===== config.mk =====
export PLATFORM = sky130hd
export DESIGN_NAME = ddr2_init_seq
export DESIGN_NICKNAME = d
export VERILOG_FILES = /design/src/rtl/ddr2_init_pkg.sv /design/src/rtl/ddr2_init_dnc.sv /design/src/rtl/ddr2_init_step.sv /design/src/rtl/ddr2_init_seq.sv
export SDC_FILE = /design/constraint.sdc
export NUM_CORES = 1
export LEC_CHECK = 0
export BUFFER_PORTS_ARGS = -buffer_cell sky130_fd_sc_hd__buf_2
export CORE_UTILIZATION = 56
export CTS_CLUSTER_SIZE = 12
export DETAILED_ROUTE_END_ITERATION = 10
export PLACE_DENSITY_LB_ADDON = 0.15
export SYNTH_ARGS = -nofsm -noshare
export SYNTH_HDL_FRONTEND = slang
export SYNTH_SLANG_ARGS = --single-unit

===== constraint.sdc =====
create_clock -name clk -period 2.6 [get_ports clk]
set_input_delay 0.26 -clock clk [delete_from_list [all_inputs] [get_ports clk]]
set_output_delay 0.26 -clock clk [all_outputs]
set_load 0.02 [all_outputs]

===== src/rtl/ddr2_init_pkg.sv =====
package ddr2_init_pkg;

    typedef enum logic [1:0] {
        CMD_NOP  = 2'd0,
        CMD_PRE  = 2'd1,
        CMD_LOAD = 2'd2,
        CMD_REF  = 2'd3
    } cmd_e;

    typedef enum logic [1:0] {
        PH_PWR,
        PH_CKE,
        PH_SEQ,
        PH_DONE
    } phase_e;

    localparam int NUM_CMDS = 11;
    localparam int STEP_W   = 4;

    function automatic int imax(input int a, input int b);
        return (a > b) ? a : b;
    endfunction

endpackage


===== src/rtl/ddr2_init_dnc.sv =====
// Down counter that loads a value and stops at zero; used for the DLL-lock wait.
module ddr2_init_dnc #(
    parameter int W = 8
) (
    input  logic         clk,
    input  logic         rst_n,
    input  logic         load,
    input  logic [W-1:0] load_val,
    output logic         zero
);
    logic [W-1:0] cnt_d, cnt_q;

    always_comb begin
        cnt_d = cnt_q;
        if (load)
            cnt_d = load_val;
        else if (cnt_q != '0)
            cnt_d = cnt_q - W'(1);
    end

    always_ff @(posedge clk or negedge rst_n) begin
        if (!rst_n) cnt_q <= '0;
        else        cnt_q <= cnt_d;
    end

    assign zero = (cnt_q == '0);
endmodule


===== src/rtl/ddr2_init_step.sv =====
// Step decoder: command, bank select, address and following gap for each step.
module ddr2_init_step
    import ddr2_init_pkg::*;
#(
    parameter int AW    = 13,
    parameter int CW    = 8,
    parameter int T_RP  = 2,
    parameter int T_MRD = 2,
    parameter int T_RFC = 16
) (
    input  logic [STEP_W-1:0] step,
    input  logic [AW-1:0]     mr_cfg,
    input  logic [AW-1:0]     emr_cfg,
    input  logic              temp_hi,
    output cmd_e              cmd,
    output logic [1:0]        ba,
    output logic [AW-1:0]     addr,
    output logic [CW-1:0]     gap,
    output logic              dll_rst
);
    localparam logic [AW-1:0] BIT0  = AW'(1);
    localparam logic [AW-1:0] BIT7  = AW'(1) << 7;
    localparam logic [AW-1:0] BIT8  = AW'(1) << 8;
    localparam logic [AW-1:0] BIT10 = AW'(1) << 10;
    localparam logic [AW-1:0] OCD   = AW'(7) << 7;
    localparam logic [CW-1:0] G_RP  = CW'(T_RP - 1);
    localparam logic [CW-1:0] G_MRD = CW'(T_MRD - 1);
    localparam logic [CW-1:0] G_RFC = CW'(T_RFC - 1);

    always_comb begin
        cmd     = CMD_LOAD;
        ba      = 2'd0;
        addr    = '0;
        gap     = G_MRD;
        dll_rst = 1'b0;
        case (step)
            4'd0, 4'd5: begin
                cmd  = CMD_PRE;
                addr = BIT10;
                gap  = G_RP;
            end
            4'd1: begin
                ba   = 2'd2;
                addr = temp_hi ? BIT7 : '0;
            end
            4'd2: ba = 2'd3;
            4'd3: begin
                ba   = 2'd1;
                addr = emr_cfg & ~(OCD | BIT0);
            end
            4'd4: begin
                addr    = BIT8;
                dll_rst = 1'b1;
            end
            4'd6, 4'd7: begin
                cmd = CMD_REF;
                gap = G_RFC;
            end
            4'd8: addr = mr_cfg & ~BIT8;
            4'd9: begin
                ba   = 2'd1;
                addr = (emr_cfg & ~BIT0) | OCD;
            end
            4'd10: begin
                ba   = 2'd1;
                addr = emr_cfg & ~(OCD | BIT0);
            end
            default: begin
                cmd = CMD_NOP;
                gap = '0;
            end
        endcase
    end
endmodule


===== src/rtl/ddr2_init_seq.sv =====
module ddr2_init_seq
    import ddr2_init_pkg::*;
#(
    parameter int AW    = 13,
    parameter int T_PWR = 25000,
    parameter int T_CKE = 50,
    parameter int T_RP  = 2,
    parameter int T_MRD = 2,
    parameter int T_RFC = 16,
    parameter int T_DLL = 200
) (
    input  logic          clk,
    input  logic          rst_n,
    input  logic          pwr_ok,
    input  logic          temp_hi,
    input  logic [AW-1:0] mr_cfg,
    input  logic [AW-1:0] emr_cfg,
    output logic          cke,
    output logic [1:0]    cmd,
    output logic [1:0]    ba,
    output logic [AW-1:0] addr,
    output logic          init_done
);
    localparam int MAXW = imax(imax(imax(T_PWR, T_CKE), imax(T_RP, T_MRD)), T_RFC);
    localparam int CW   = $clog2(MAXW + 1);
    localparam int DW   = $clog2(T_DLL + 1);

    typedef struct packed {
        phase_e            ph;
        logic [STEP_W-1:0] step;
        logic [CW-1:0]     cnt;
        logic              cke;
        logic [1:0]        cmd;
        logic [1:0]        ba;
        logic [AW-1:0]     addr;
        logic              done;
    } st_t;

    st_t  st_d, st_q;
    cmd_e dec_cmd;
    logic [1:0]    dec_ba;
    logic [AW-1:0] dec_addr;
    logic [CW-1:0] dec_gap;
    logic          dec_dll;
    logic          dll_load, dll_zero, issue;

    ddr2_init_step #(.AW(AW), .CW(CW), .T_RP(T_RP), .T_MRD(T_MRD), .T_RFC(T_RFC)) u_step (
        .step(st_q.step), .mr_cfg(mr_cfg), .emr_cfg(emr_cfg), .temp_hi(temp_hi),
        .cmd(dec_cmd), .ba(dec_ba), .addr(dec_addr), .gap(dec_gap), .dll_rst(dec_dll)
    );

    ddr2_init_dnc #(.W(DW)) u_dll (
        .clk(clk), .rst_n(rst_n), .load(dll_load), .load_val(DW'(T_DLL - 1)), .zero(dll_zero)
    );

    always_comb begin
        st_d      = st_q;
        st_d.cmd  = CMD_NOP;
        st_d.ba   = 2'd0;
        st_d.addr = '0;
        issue     = 1'b0;
        dll_load  = 1'b0;
        case (st_q.ph)
            PH_PWR: begin
                if (!pwr_ok) begin
                    st_d.cnt = CW'(T_PWR - 1);
                end else if (st_q.cnt == '0) begin
                    st_d.ph  = PH_CKE;
                    st_d.cke = 1'b1;
                    st_d.cnt = CW'(T_CKE - 1);
                end else begin
                    st_d.cnt = st_q.cnt - CW'(1);
                end
            end
            PH_CKE: begin
                if (st_q.cnt == '0) issue = 1'b1;
                else                st_d.cnt = st_q.cnt - CW'(1);
            end
            PH_SEQ: begin
                if (st_q.cnt != '0) begin
                    st_d.cnt = st_q.cnt - CW'(1);
                end else if (st_q.step == STEP_W'(NUM_CMDS)) begin
                    if (dll_zero) begin
                        st_d.ph   = PH_DONE;
                        st_d.done = 1'b1;
                    end
                end else begin
                    issue = 1'b1;
                end
            end
            default: ;
        endcase
        if (issue) begin
            st_d.ph   = PH_SEQ;
            st_d.cmd  = dec_cmd;
            st_d.ba   = dec_ba;
            st_d.addr = dec_addr;
            st_d.cnt  = dec_gap;
            st_d.step = st_q.step + STEP_W'(1);
            dll_load  = dec_dll;
        end
    end

    always_ff @(posedge clk or negedge rst_n) begin
        if (!rst_n) begin
            st_q      <= '0;
            st_q.ph   <= PH_PWR;
            st_q.cnt  <= CW'(T_PWR - 1);
        end else begin
            st_q <= st_d;
        end
    end

    assign cke       = st_q.cke;
    assign cmd       = st_q.cmd;
    assign ba        = st_q.ba;
    assign addr      = st_q.addr;
    assign init_done = st_q.done;

    // the bus stays idle while the device clock is disabled
    a_r2_idle_without_cke: assert property (@(posedge clk) disable iff (!rst_n)
        !cke |-> cmd == CMD_NOP);

    // clock enable never drops once raised
    a_r3_cke_sticky: assert property (@(posedge clk) disable iff (!rst_n)
        cke |=> cke);

    // precharge-all always carries address bit 10 alone
    a_r3_pre_all_coding: assert property (@(posedge clk) disable iff (!rst_n)
        cmd == CMD_PRE |-> addr == (AW'(1) << 10));

    // refresh-rate load carries nothing but bit 7
    a_r5_emr2_clean: assert property (@(posedge clk) disable iff (!rst_n)
        (cmd == CMD_LOAD && ba == 2'd2) |-> (addr & ~(AW'(1) << 7)) == '0);

    // ready stays high and the bus stays idle afterwards
    a_r12_done_sticky: assert property (@(posedge clk) disable iff (!rst_n)
        init_done |=> init_done);
    a_r12_quiet_after_done: assert property (@(posedge clk) disable iff (!rst_n)
        init_done |-> cmd == CMD_NOP);

    generate
        if (T_MRD > 1) begin : g_mrd_chk
            // a mode load is followed by at least one idle cycle
            a_r11_load_spacing: assert property (@(posedge clk) disable iff (!rst_n)
                $past(cmd) == CMD_LOAD |-> cmd == CMD_NOP);
        end
    endgenerate
endmodule


### Yosys cells after proc, flatten, opt, wreduce, memory -nomap -nowiden

Index checks and enable logic that the tools add are counted.

| storage, ports and cells | value |
|---|---|
| ROM bits | 0 |
| bits in registers | 48 |
| memories kept | 0 |
| input port bits | 30 |
| RAM bits | 0 |
| latch bits | 0 |
| output and inout bits | 19 |

| operators by class | value |
|---|---|
| multiply operators | 0 |
| add/subtract/negate cells | 3 |
| reduce and logical (&&, ||, !) cells | 19 |
| order comparisons | 0 |
| divide/modulo/power cells | 0 |
| eq/ne operators | 20 |
| bitwise logic cells | 1 |
| multiplexer cells | 26 |
| shifts and indexed selects | 0 |

Operator list:

| operator | count |
|---|---|
| 13-bit one-hot mux with 6 select lines | 1 |
| 15-bit 2-to-1 mux | 4 |
| 15-bit one-hot mux with 3 select lines | 1 |
| 8-bit 2-to-1 mux | 3 |
| 21-bit 2-to-1 mux | 1 |
| 3-bit inequality test (second input constant) | 7 |
| 17-bit 2-to-1 mux | 1 |
| 4-bit by 3-bit == test with 1-bit output (second input constant) | 4 |
| 4-bit == test (second input constant) | 4 |
| 15-bit logical NOT | 1 |
| 15-bit nonzero test | 1 |
| 15-bit by 1-bit subtractor with 15-bit output (second input constant) | 1 |
| 2-bit one-hot mux with 3 select lines | 2 |
| 2-bit 2-to-1 mux | 5 |
| 9-bit OR reduction | 1 |
| 4-bit by 2-bit == test with 1-bit output (second input constant) | 2 |
| 8-bit logical NOT | 1 |
| 4-bit one-hot mux with 2 select lines | 1 |
| 8-bit nonzero test | 1 |
| 8-bit by 1-bit subtractor with 8-bit output (second input constant) | 1 |
| 7-bit OR reduction | 1 |
| 3-bit AND reduction | 2 |
| 6-bit AND reduction | 1 |
| 2-bit OR reduction | 3 |
| other kinds (15) | 19 |

### Depth between registers and ports, before layout

| depth | value |
|---|---|
| depth in word-level cells | 6 |
| gate-level depth with buffers | 10 |

### By module

A second synthesis with hierarchy kept.

| second synthesis, totals | value |
|---|---|
| cell total of the unflattened synthesis | 362 |
| area, all modules | 3189.3 µm² |

By module, submodules not included:

| module | cells an instance | area an instance (µm²) | sequential area each (µm²) | instances |
|---|---|---|---|---|
| ddr2_init_seq | 237 | 2268.4 | 1011.0 | 1 |
| ddr2_init_dnc | 54 | 476.7 | 200.2 | 1 |
| ddr2_init_step | 71 | 444.2 | 0.0 | 1 |

### Worst setup path after synthesis

Ideal clock, no wire load.

| timing | value |
|---|---|
| path kind | register to register |
| start | reg st_q[38] (netlist bit) |
| end | reg st_q[37] (netlist bit) |
| slack | 196 ps |
| cell stages (with the launch flop) | 10 |
| path buffers | 2 |
| data arrival time | 2271 ps |
| library setup time | 133 ps |
| clock period less this slack | 2404 ps |
| cells stage by stage | dfrtp_1 -> inv_1 -> ha_1 -> or4b_2 -> nor4_4 -> and2_0 -> buf_6 -> buf_6 -> nand4_1 -> xnor2_1 |

| on the way | value |
|---|---|
| cells in the longest elaborated chain, start to end | 2 |
| elaborated cells between the ends (all ways) | 3 |
| those cells by class | eq/ne (2); mux (1) |

Ends and longest elaborated chain:

| what | RTL line | text |
|---|---|---|
| start: declaration | ddr2_init_seq.sv:39 | `st_t st_d, st_q;` |
| start signal: assignment | ddr2_init_seq.sv:110 | `st_q <= st_d;` |
| 2-bit == test / 2-bit by 1-bit == test with 1-bit output (equally long branches) | ddr2_init_seq.sv:63 | `case (st_q.ph)` |
| 1-bit one-hot mux with 2 select lines (*) | ddr2_init_seq.sv:63 |  |

Mark *: on every way between the ends. The rest lies on a longest branch, timed or not.
A chain may end at the register's enable or synchronous reset.

### Worst setup path in the final report

| timing | value |
|---|---|
| start | reg st_q[38] (netlist bit) |
| end | reg st_q[27] (netlist bit) |

| on the way | value |
|---|---|
| cells in the longest elaborated chain, start to end | 4 |
| elaborated cells between the ends (all ways) | 10 |
| those cells by class | eq/ne (4); mux (3); reduce/logical (3) |

Ends and longest elaborated chain:

| what | RTL line |
|---|---|
| 2-bit == test / 2-bit by 1-bit == test with 1-bit output (equally long branches) | ddr2_init_seq.sv:63 |
| 1-bit one-hot mux with 2 select lines | ddr2_init_seq.sv:63 |
| 3-bit inequality test (no line) / 4-bit nonzero test (equally long branches) | -- |
| 3-bit AND reduction (no line) | -- |

Several ways; a longest one is shown, not always the timed one.

==> flow_metrics.tcl <==
set metrics [dict create \
    status "completed" \
    slowest_delay_ns 0.63 \
    r2r_cells 9 \
    port_buffers 43 \
    synth_cell_types 62 \
    cpLargestDelayFamily "simple AND/OR/NAND/NOR gates" \
    synth_async_sr_flop_share 1.00 \
    core-area_sq_mm 0.00479 \
    path_depth 9 \
    rsz0062_at_grt "no" \
    worstSetupPathType "flip-flop to flip-flop" \
    via_per_inst 5.84 \
    syn_inst 298 \
    combPwrFrac 0.054 \
    synth_area_sq_mm 0.00281 \
    required_ns 2.82 \
    reg2reg_from "st_q[38]" \
    path_max_fanout 7 \
    synth-edff-count 0 \
    wire_per_inst_microns 15.0 \
    track_usage 0.248 \
    postCtsSetupBuffers 0 \
    detail-route-antenna-nets 0 \
    crit_chain "inv_1, ha_1, or4b_2, nor4_4, buf_4, nand2_1, buf_4, nand2_1, o21ai_0" \
    endpoint_kind "flip-flop" \
    worstSkewPairLatency_ns 0.30 \
    fin_nets 373 \
    r2r_setup_slack_ns 0.12 \
    clk_pin_slew_ns 0.09 \
    critPathBufInv 3 \
    p_seq_frac 0.590 \
    worst_ir_drop_vdd_uv 228 \
    grt_pass1_vias 2160 \
    finClkSkew_ns 0.00554 \
    timing.slew.headroom 0.332 \
    worst_pin_slew_ns 1.00 \
    antenna_found_initial 0 \
    dr_total_vias 2340 \
    die_x_microns 72.8 \
    power.density_mw_per_mm2 423 \
    area_delta_synth_final_pct 11.4 \
    fin_util 0.653 \
    power_leakage_nw 1.48 \
    slowest_stage "or4b_2" \
    clkPwrFrac 0.356 \
    drcViolationCount 0 \
    ys_seq_area_frac 0.431 \
    ys_seq_elements 48 \
    final_cell_area_sq_mm 0.00313 \
    clockRootBuffer "clkbuf_8" \
    r2r_end "st_q[27]" \
    period_minus_slack_ns 2.48 \
    clock_sinks 48 \
    cts_buffers 5 \
    grt_pass1_wl_microns 10100 \
    cap_violations 0 \
    hold_buffers 0 \
    routed_wl_microns 6000 \
    boundaryPins 49 \
    n_fill_cell 405 \
    hold_class "primary input to asynchronous set/reset pin" \
    total_power_mw 1.32 \
    timing.final.hold_violations 0 \
    layout-drive-gt1-share 0.260 \
    synth-main-ff-cell "dfrtp_1" \
    die-area_sq_mm 0.00530 \
    arrival_ns 2.70 \
    grt.overflow.total 0 \
    syn_nets 338 \
    drtIter0Drc 134 \
    slew_viol_final 0 \
    avgSynthCellArea_sq_um 9.42 \
    cts_max_level 2 \
    tritoncts "yes" \
    fin_crit_sh 0.955 \
    yosys_warnings 0 \
    first_pass_iters 4 \
    grt_max_degree 47 \
    rows 25 \
    place_area_sq_mm 0.00302 \
    hpwl_microns 4310 \
    switching_share 0.235 \
    p_sw_uw 310 \
    dieHeight_microns 72.8 \
    p_int_mw 1.01 \
    place.gp.congestion 0.890 \
    cp-start-kind "flip-flop" \
    antenna_cells 0 \
    max_freq_ghz 0.403 \
    start_util 0.587 \
    finalSetupViolations 0 \
    cts_max_path_buffers 2 \
]
placed cells by master, fill, tap and decap left out, drive strengths merged, types with 2 or more instances in the layout:
cell type	instances
buf	58
dfrtp	40
nor2	34
nand2	23
a21oi	14
inv	12
o21ai	11
nor3	10
ha	10
a22oi	8
o31ai	8
dfstp	8
nand3	7
or3	7
clkbuf	6
or4	6
nor4	6
nand2b	5
and2	5
o21a	4
xnor2	4
a31oi	4
o211ai	3
a22o	3
nand3b	2
nor2b	2
a221oi	2
a211oi	2
o21bai	2
nor3b	2
o2bb2ai	2
clkinvlp	2
or3b	2
nor4b	2
synthesized netlist by cell type (7+ instances only):
cell type  instances  area share
or3_1              7       0.016
nor3_1            10       0.018
nand2_1           22       0.029
nor2_1            34       0.045
o31ai_1            8       0.021
dfstp_2            8       0.075
inv_1             12       0.016
a21oi_1           14       0.025
nand3_1            7       0.012
a22oi_1            8       0.021
buf_4             17       0.045
dfrtp_1           40        0.36
ha_1              10       0.045
o21ai_0           10       0.018
timing repair:
action	CTS	global route
setup endpoints to repair	1	8
endpoints found under the hold margin	0	0
gates resized for setup	1	3
cell families after synthesis:
group                      synth area share
AOI/OAI and AO/OA                     0.180
xor gates and xnor gates             0.0125
adders and majority gates            0.0446
buffers and inverters                0.0869
DFF                                   0.431
muxes                               0.00758
and+or+nand+nor                       0.237
area by class of cell:
class / instances / area [sq um] / area share
Clock buffer: 6 / 82.6 / 0.0264
Clock inverter: 2 / 15.0 / 0.00480
Inverter: 12 / 45.0 / 0.0144
Multi-Input combinational cell: 208 / 1360 / 0.435
Sequential cell: 48 / 1210 / 0.387
Tap cell: 67 / 83.8 / 0.0268
Timing Repair Buffer: 58 / 328 / 0.105
sequential cells by signal, indices dropped and copies added (netlist names):
| register | cells |
|---|---|
| cke | 1 |
| ba | 2 |
| init_done | 1 |
| u_dll.cnt_q | 8 |
| st_q | 21 |
| addr | 13 |
| cmd | 2 |
power by group through the flow:
stage,combinational [mW],clock (mW),sequential (mW)
after detailed placement,0.0718,0,0.793
after global placement,0.0700,0,0.793
after CTS,0.0718,0.483,0.779
final,0.0709,0.471,0.779
after floorplan,0.0304,0,0.789
after global routing,0.0804,0.508,0.783
worst register-to-register path, stage by stage (launching register included):
cell and delay [ns]:
dfrtp_1 0.41, inv_1 0.09, ha_1 0.30, or4b_2 0.63, nor4_4 0.16, buf_4 0.16, nand2_1 0.16, buf_4 0.22
nand2_1 0.13, o21ai_0 0.14
worst max path at each step:
stage / from / to
after floorplan: st_q[38] / st_q[37]
after global placement: st_q[38] / addr[7]
after detailed placement: st_q[38] / addr[7]
after CTS: st_q[38] / st_q[37]
after global routing: st_q[38] / st_q[27]
final: st_q[38] / st_q[27]
routing by layer:
metal / track usage / wire length (microns) / share of wire
met1: 0.337 / 2700 / 0.45
met2: 0.408 / 2940 / 0.49
met3: 0.0428 / 302 / 0.050
met4: 0.0741 / 63 / 0.010
met5: 0 / 0 / 0
stage by stage:
step / setup WS, ns / cells / hold slack (ns) / TNS [ns]
after floorplan: 0.196 / 298 / -0.0356 / 0
after global placement: 0.0889 / 393 / 0.453 / 0
after detailed placement: -0.00225 / 393 / 0.456 / -0.00225
after CTS: 0.0707 / 401 / 0.154 / 0
after global routing: 0.0219 / 401 / 0.174 / 0
final: 0.117 / 401 / 0.121 / 0
(Power assumes the default switching activity.)
